## src/rtl/ts_recover_pkg.sv

```systemverilog
// Shared constants for the partial timestamp reconstruction unit.
// Assumes a 64-bit free-running time counter.
package ts_recover_pkg;
    localparam int TIME_W = 64;
    typedef logic [TIME_W-1:0] time_word_t;
endpackage

```

## src/rtl/ts_wrap_fix.sv

```systemverilog
// Combinational wrap correction: joins the upper bits of the current time
// with the partial stamp, then steps back one wrap period when the low bits
// of the current time are not above the stamp (equal counts as a wrap).
// Assumes reconstruction happens within one wrap period of the capture.
module ts_wrap_fix
    import ts_recover_pkg::*;
#(
    parameter int STAMP_W = 24
) (
    input  time_word_t         now_i,
    input  logic [STAMP_W-1:0] stamp_i,
    output time_word_t         full_o
);
    localparam time_word_t WRAP_STEP = time_word_t'(1) << STAMP_W;

    time_word_t candidate;
    logic       wrapped;

    // Build the candidate and subtract one wrap when needed
    always_comb begin
        candidate = {now_i[TIME_W-1:STAMP_W], stamp_i};
        wrapped   = (now_i[STAMP_W-1:0] <= stamp_i);
        full_o    = wrapped ? (candidate - WRAP_STEP) : candidate;
    end
endmodule

```

## src/rtl/ts_result_reg.sv

```systemverilog
// Result stage: registers a corrected stamp on each request and raises a
// valid flag for exactly one cycle; the value holds between requests.
module ts_result_reg
    import ts_recover_pkg::*;
(
    input  logic       clk,
    input  logic       rst_n,
    input  logic       load_i,
    input  time_word_t value_i,
    output logic       valid_o,
    output time_word_t value_o
);
    // Pipeline register with hold when no request
    always_ff @(posedge clk) begin
        if (!rst_n) begin
            valid_o <= 1'b0;
            value_o <= '0;
        end else begin
            valid_o <= load_i;
            if (load_i) value_o <= value_i;
        end
    end
endmodule

```

## src/rtl/ts_egress_reg.sv

```systemverilog
// Egress stamp register: holds the last captured partial stamp and an
// update flag. A capture sets the flag, a read clears it, and a capture
// wins over a read in the same cycle. The payload layout depends on the
// stamp width: narrow stamps are left-aligned in the low word, 32-bit
// stamps fill the upper word. Flag is always bit 0.
module ts_egress_reg
    import ts_recover_pkg::*;
#(
    parameter int STAMP_W = 24
) (
    input  logic               clk,
    input  logic               rst_n,
    input  logic               cap_valid_i,
    input  logic [STAMP_W-1:0] cap_stamp_i,
    input  logic               rd_i,
    output time_word_t         word_o
);
    logic               upd_flag;
    logic [STAMP_W-1:0] held_stamp;

    // Flag and stamp storage
    always_ff @(posedge clk) begin
        if (!rst_n) begin
            upd_flag   <= 1'b0;
            held_stamp <= '0;
        end else if (cap_valid_i) begin
            upd_flag   <= 1'b1;
            held_stamp <= cap_stamp_i;
        end else if (rd_i) begin
            upd_flag   <= 1'b0;
        end
    end

    // Payload layout picked by the stamp width
    generate
        if (STAMP_W >= 32) begin : g_wide
            always_comb begin
                word_o         = '0;
                word_o[63:32]  = held_stamp[31:0];
                word_o[0]      = upd_flag;
            end
        end else begin : g_narrow
            always_comb begin
                word_o                  = '0;
                word_o[31:32-STAMP_W]   = held_stamp;
                word_o[0]               = upd_flag;
            end
        end
    endgenerate
endmodule

```

## src/rtl/ts_recover_unit.sv

```systemverilog
// Partial timestamp reconstruction unit (top). Rebuilds a 64-bit stamp
// from its low STAMP_W bits and a later full counter read, with one cycle
// of latency, and holds the egress stamp register. STAMP_W is 24 or 32.
module ts_recover_unit
    import ts_recover_pkg::*;
#(
    parameter int STAMP_W = 24
) (
    input  logic               clk,
    input  logic               rst_n,
    input  logic [63:0]        now_i,
    input  logic [STAMP_W-1:0] stamp_i,
    input  logic               req_valid_i,
    output logic               result_valid_o,
    output logic [63:0]        result_o,
    input  logic               cap_valid_i,
    input  logic [STAMP_W-1:0] cap_stamp_i,
    input  logic               rd_i,
    output logic [63:0]        egr_word_o
);
    time_word_t fixed;

    ts_wrap_fix #(.STAMP_W(STAMP_W)) fix_i (
        .now_i   (now_i),
        .stamp_i (stamp_i),
        .full_o  (fixed)
    );

    ts_result_reg res_i (
        .clk     (clk),
        .rst_n   (rst_n),
        .load_i  (req_valid_i),
        .value_i (fixed),
        .valid_o (result_valid_o),
        .value_o (result_o)
    );

    ts_egress_reg #(.STAMP_W(STAMP_W)) egr_i (
        .clk         (clk),
        .rst_n       (rst_n),
        .cap_valid_i (cap_valid_i),
        .cap_stamp_i (cap_stamp_i),
        .rd_i        (rd_i),
        .word_o      (egr_word_o)
    );
endmodule

```

## config.mk

```make
export PLATFORM = sky130hd
export DESIGN_NAME = ts_recover_unit
export DESIGN_NICKNAME = d
export VERILOG_FILES = /design/src/rtl/ts_recover_pkg.sv /design/src/rtl/ts_wrap_fix.sv /design/src/rtl/ts_result_reg.sv /design/src/rtl/ts_egress_reg.sv /design/src/rtl/ts_recover_unit.sv
export SDC_FILE = /design/constraint.sdc
export NUM_CORES = 1
export LEC_CHECK = 0
export CAP_MARGIN = 40
export CORE_MARGIN = 4
export CORE_UTILIZATION = 37
export CTS_BUF_LIST = sky130_fd_sc_hd__clkbuf_16
export CTS_CLUSTER_DIAMETER = 100
export CTS_CLUSTER_SIZE = 10
export DETAILED_ROUTE_END_ITERATION = 16
export PLACE_DENSITY = 0.78
export SLEW_MARGIN = 30
export SYNTH_ARGS = -nofsm -noshare
export SYNTH_HDL_FRONTEND = slang
export SYNTH_SLANG_ARGS = --single-unit
export TNS_END_PERCENT = 50
```

## constraint.sdc

```tcl
create_clock -name clk -period 3.9 [get_ports clk]
set_input_delay 1.17 -clock clk [delete_from_list [all_inputs] [get_ports clk]]
set_output_delay 1.17 -clock clk [all_outputs]
set_load 0.005 [all_outputs]
```

==> impl_results.md <==
- Final WS setup: 0.0618 ns
- Tot GR Track Use: 18.6%
- Hold path start: egr_i.held_stamp[1]
- Layout Nets: 952
- Fin crit period: 3.84 ns
- Leak Pwr: 3.16 nW
- CP max-delay cell: or4_4
- DRC: 0
- Yosys warning count: 0
- Hold Slack: 0.517 ns
- Die width: 125 microns
- Core Area: 0.0133 sq mm
- Synthesis-to-finish area growth: 55.8%
- RR Startpoint: res_i.value_o[24]
- HP Class: flip-flop to flip-flop
- Slew at the pin closest to its max-slew limit: 0.675 ns
- RePlAce Congestion: 0.812
- Clock sinks: 90
- WL/cell: 15.2 microns
- CP Max Fanout: 3
- Largest net degree at the start of global routing: 69
- Port buffer count: 206
- Initial Util: 38.0%
- Max Clock Skew: 0 ns
- Most common library cell in the layout ignoring fill and taps: clkdlybuf4s50_1
- Critical Path RT: 4.17 ns
- Pins Over Slew Limit: 0
- Root buffer cell: clkbuf_16
- Fin. Hold Viols: 0
- Fmax achieved: 261 MHz
- Die Height: 125 microns
- Status: finished clean
- Num ports: 246
- Power Dens Cells: 321 mW/mm^2
- Max_cap viols: 0
- Post-route ant nets: 0
- Cells after Synth: 578
- Fin area: 0.00787 sq mm
- Critical Path Max Stage Delay: 0.56 ns
- Drt total wl: 15100 microns
- CP dominant cell by count: or3_4
- Critical path, cell by cell: clkdlybuf4s50_1 -> or4_4 -> or3_4 -> or3_4 -> or2_2 -> or4_1 -> or3_1 -> a31oi_1
- Hold_buf cts: 0
- Clock tree buffer depth: 2
- Area post-placement: 0.00750 sq mm
- Share of post-route cells with drive strength above 1: 11.7%
- Vias: 4944
- Synth Register Bits: 90
- Switching power: 0.000650 W
- VDD IR max: 174 uV
- Power share of the sequential group: 39.8%
- Area of the multi-input gates: 0.00289 sq mm
- Critical path endpoint category: flip-flop
- Num CTS Buffers: 9
- Delay-heaviest family, CP: simple AND/OR/NAND/NOR gates
- Antenna cells: 0
- Worst Path Buf+Inv: 1
- Synth cell types: 40
- Slew HR: 55.0%
- Post-DP HPWL: 11500 microns
- Internal: 0.00188 W
- Clk pwr share: 38.0%
- Final design utilization: 59.2%
- Seq. cell area: 0.00180 sq mm
- Commonest cells after routing, fill and taps aside: clkdlybuf4s50_1 (201), dfxtp_1 (90), buf_4 (53)
- CP arrival: 4.11 ns
- Initial antenna violation count: 0
- Clock Latency Late Sink: 0.34 ns
- Die Area: 0.0156 sq mm
- Reg2reg path depth: 2
- Pre-CTS WS: -0.374 ns
- Fill count: 1190
- R2R setup slack: 3.15 ns
- WHS Path Cells: 2
- Syn_area_per_cell: 8.74 sq um
- Via density: 4.99
- Sw Ratio: 25.7%
- Grt ovf: 0
- First-pass GRT wire length: 23800 microns
- Critical path class: input pin to flip-flop
- Cell area after synthesis: 0.00505 sq mm
- Clk slew on worst S/H paths: 0.07 ns
- DR iter-0 viols: 244
- Combinational share of power: 22.1%
- Pre-antenna DRT Iters: 4
- Register area share after synthesis: 35.7%
- TritonCTS clock tree: built
- Endpoint of the worst hold path: egr_i.held_stamp[1]
- CTS H-tree depth: 3
- Fin crit share: 98.4%
- # setup viols final: 0
- Floorplan row count: 42
- RR Endpoint: res_i.value_o[24]
- Vias in the first global route: 4734
- Startpoint Class: input pin
==> final cells by class <==
class / instances / share of cell area, %
well taps: 176 / 2.80
multi-input cells: 418 / 36.7
repair buffers: 262 / 32.1
inverters: 29 / 1.38
flip-flops and latches: 90 / 22.9
clock buffers: 9 / 2.86
clock inverters: 7 / 1.29
==> what timing repair did <==
action	4_1_cts	5_1_grt
endpoints found under the setup margin	1	19
buffers inserted	1	0
endpoints found under the hold margin	0	0
gates resized for setup	1	10
pin swaps	4	2
==> cell usage after synthesis <==
cell      number  area share [%]
a221o_1        1            0.20
nand4_1       11             1.4
nor2_1         2            0.15
a21o_1         3            0.45
a32o_1         1            0.20
o211ai_1       1            0.15
inv_1         29             2.2
a21oi_1       17             1.7
a41o_1         1            0.20
clkbuf_1      33             2.5
a31oi_1       31             3.8
o21ai_0       49             4.9
conb_1         1           0.074
nand2_1       11            0.82
or3_4          1            0.22
o221ai_1       1            0.17
and2_0         1            0.12
dfxtp_1       90              36
ha_1          25             6.2
or2_2          8            0.99
o21a_1         1            0.15
nand3_1        6            0.59
buf_4         40             5.9
or4_1         23             3.4
nand2b_1      10             1.2
buf_1          5            0.37
mux2i_1       48             9.5
nor4_1         8            0.99
or3_1         27             3.3
nor3_1         8            0.79
o41ai_1        2            0.35
o31ai_1       18             2.7
nor2b_1       51             6.3
or4_4          3            0.67
nor3b_1        6            0.89
o21bai_1       1            0.15
and2_1         1            0.12
o311ai_0       1            0.17
a41oi_1        1            0.17
buf_6          1            0.22
==> registers in the layout (all words and copies together) (netlist names) <==
name / count
res_i.value_o: 64
egr_i.upd_flag: 1
res_i.valid_o: 1
egr_i.held_stamp: 24
==> worst register-to-register path, delay by kind of cell, from the launching register on <==
kind | cells | cell delay, ns
AO/OA/AOI/OAI | 1 | 0.20
flip-flops | 1 | 0.31
AND/OR/NAND/NOR | 1 | 0.12
==> layer usage <==
metal	GRT usage [%]	vias to the layer above	wire, microns
li1	-	2487	-
met1	22.6	2273	6430
met2	31.8	164	7380
met3	4.89	20	1010
met4	6.19	0	288
met5	0	-	0
==> worst max-delay path by stage <==
stage                     startpoint                end  slack [ns]  depth (start not counted)
after global routing       now_i[28]  res_i.value_o[59]       -0.01                          8
after floorplan            now_i[38]  res_i.value_o[63]        0.03                          8
after detailed placement   now_i[38]  res_i.value_o[63]       -0.37                          8
after CTS                  now_i[28]  res_i.value_o[57]       0.003                          9
after global placement     now_i[38]  res_i.value_o[63]       -0.35                          8
final                      now_i[28]  res_i.value_o[55]        0.06                          8
==> kinds of logic (layout without fill, tap and decap cells) <==
group           count (synthesis)  after routing  share of synthesized area [%]
mux                            48             48                           9.51
compound gates                129            129                           15.4
flops                          90             90                           35.7
fa+ha+maj                      25             25                           6.19
buf+inv                       108            307                           11.1
simple gates                  177            177                           22.0
other cells                     1             39                         0.0742
==> metrics by stage <==
stage / cells / TNS [ns] / power, W
after CTS: 991 / 0 / 0.00255
final: 991 / 0 / 0.00253
after detailed placement: 974 / -5.34 / 0.00159
after global placement: 974 / -4.77 / 0.00158
after floorplan: 616 / 0 / 0.00127
after global routing: 991 / -0.0176 / 0.00265
==> power groups by stage <==
stage / logic, W / clock network, W / registers (W)
floorplan: 0.000235 / 0 / 0.00103
global placement: 0.000553 / 0 / 0.00103
detailed placement: 0.000559 / 0 / 0.00103
CTS: 0.000563 / 0.000981 / 0.00101
global route: 0.000616 / 0.00102 / 0.00101
finish: 0.000560 / 0.000961 / 0.00101
Power figures use the tool's default switching activity.
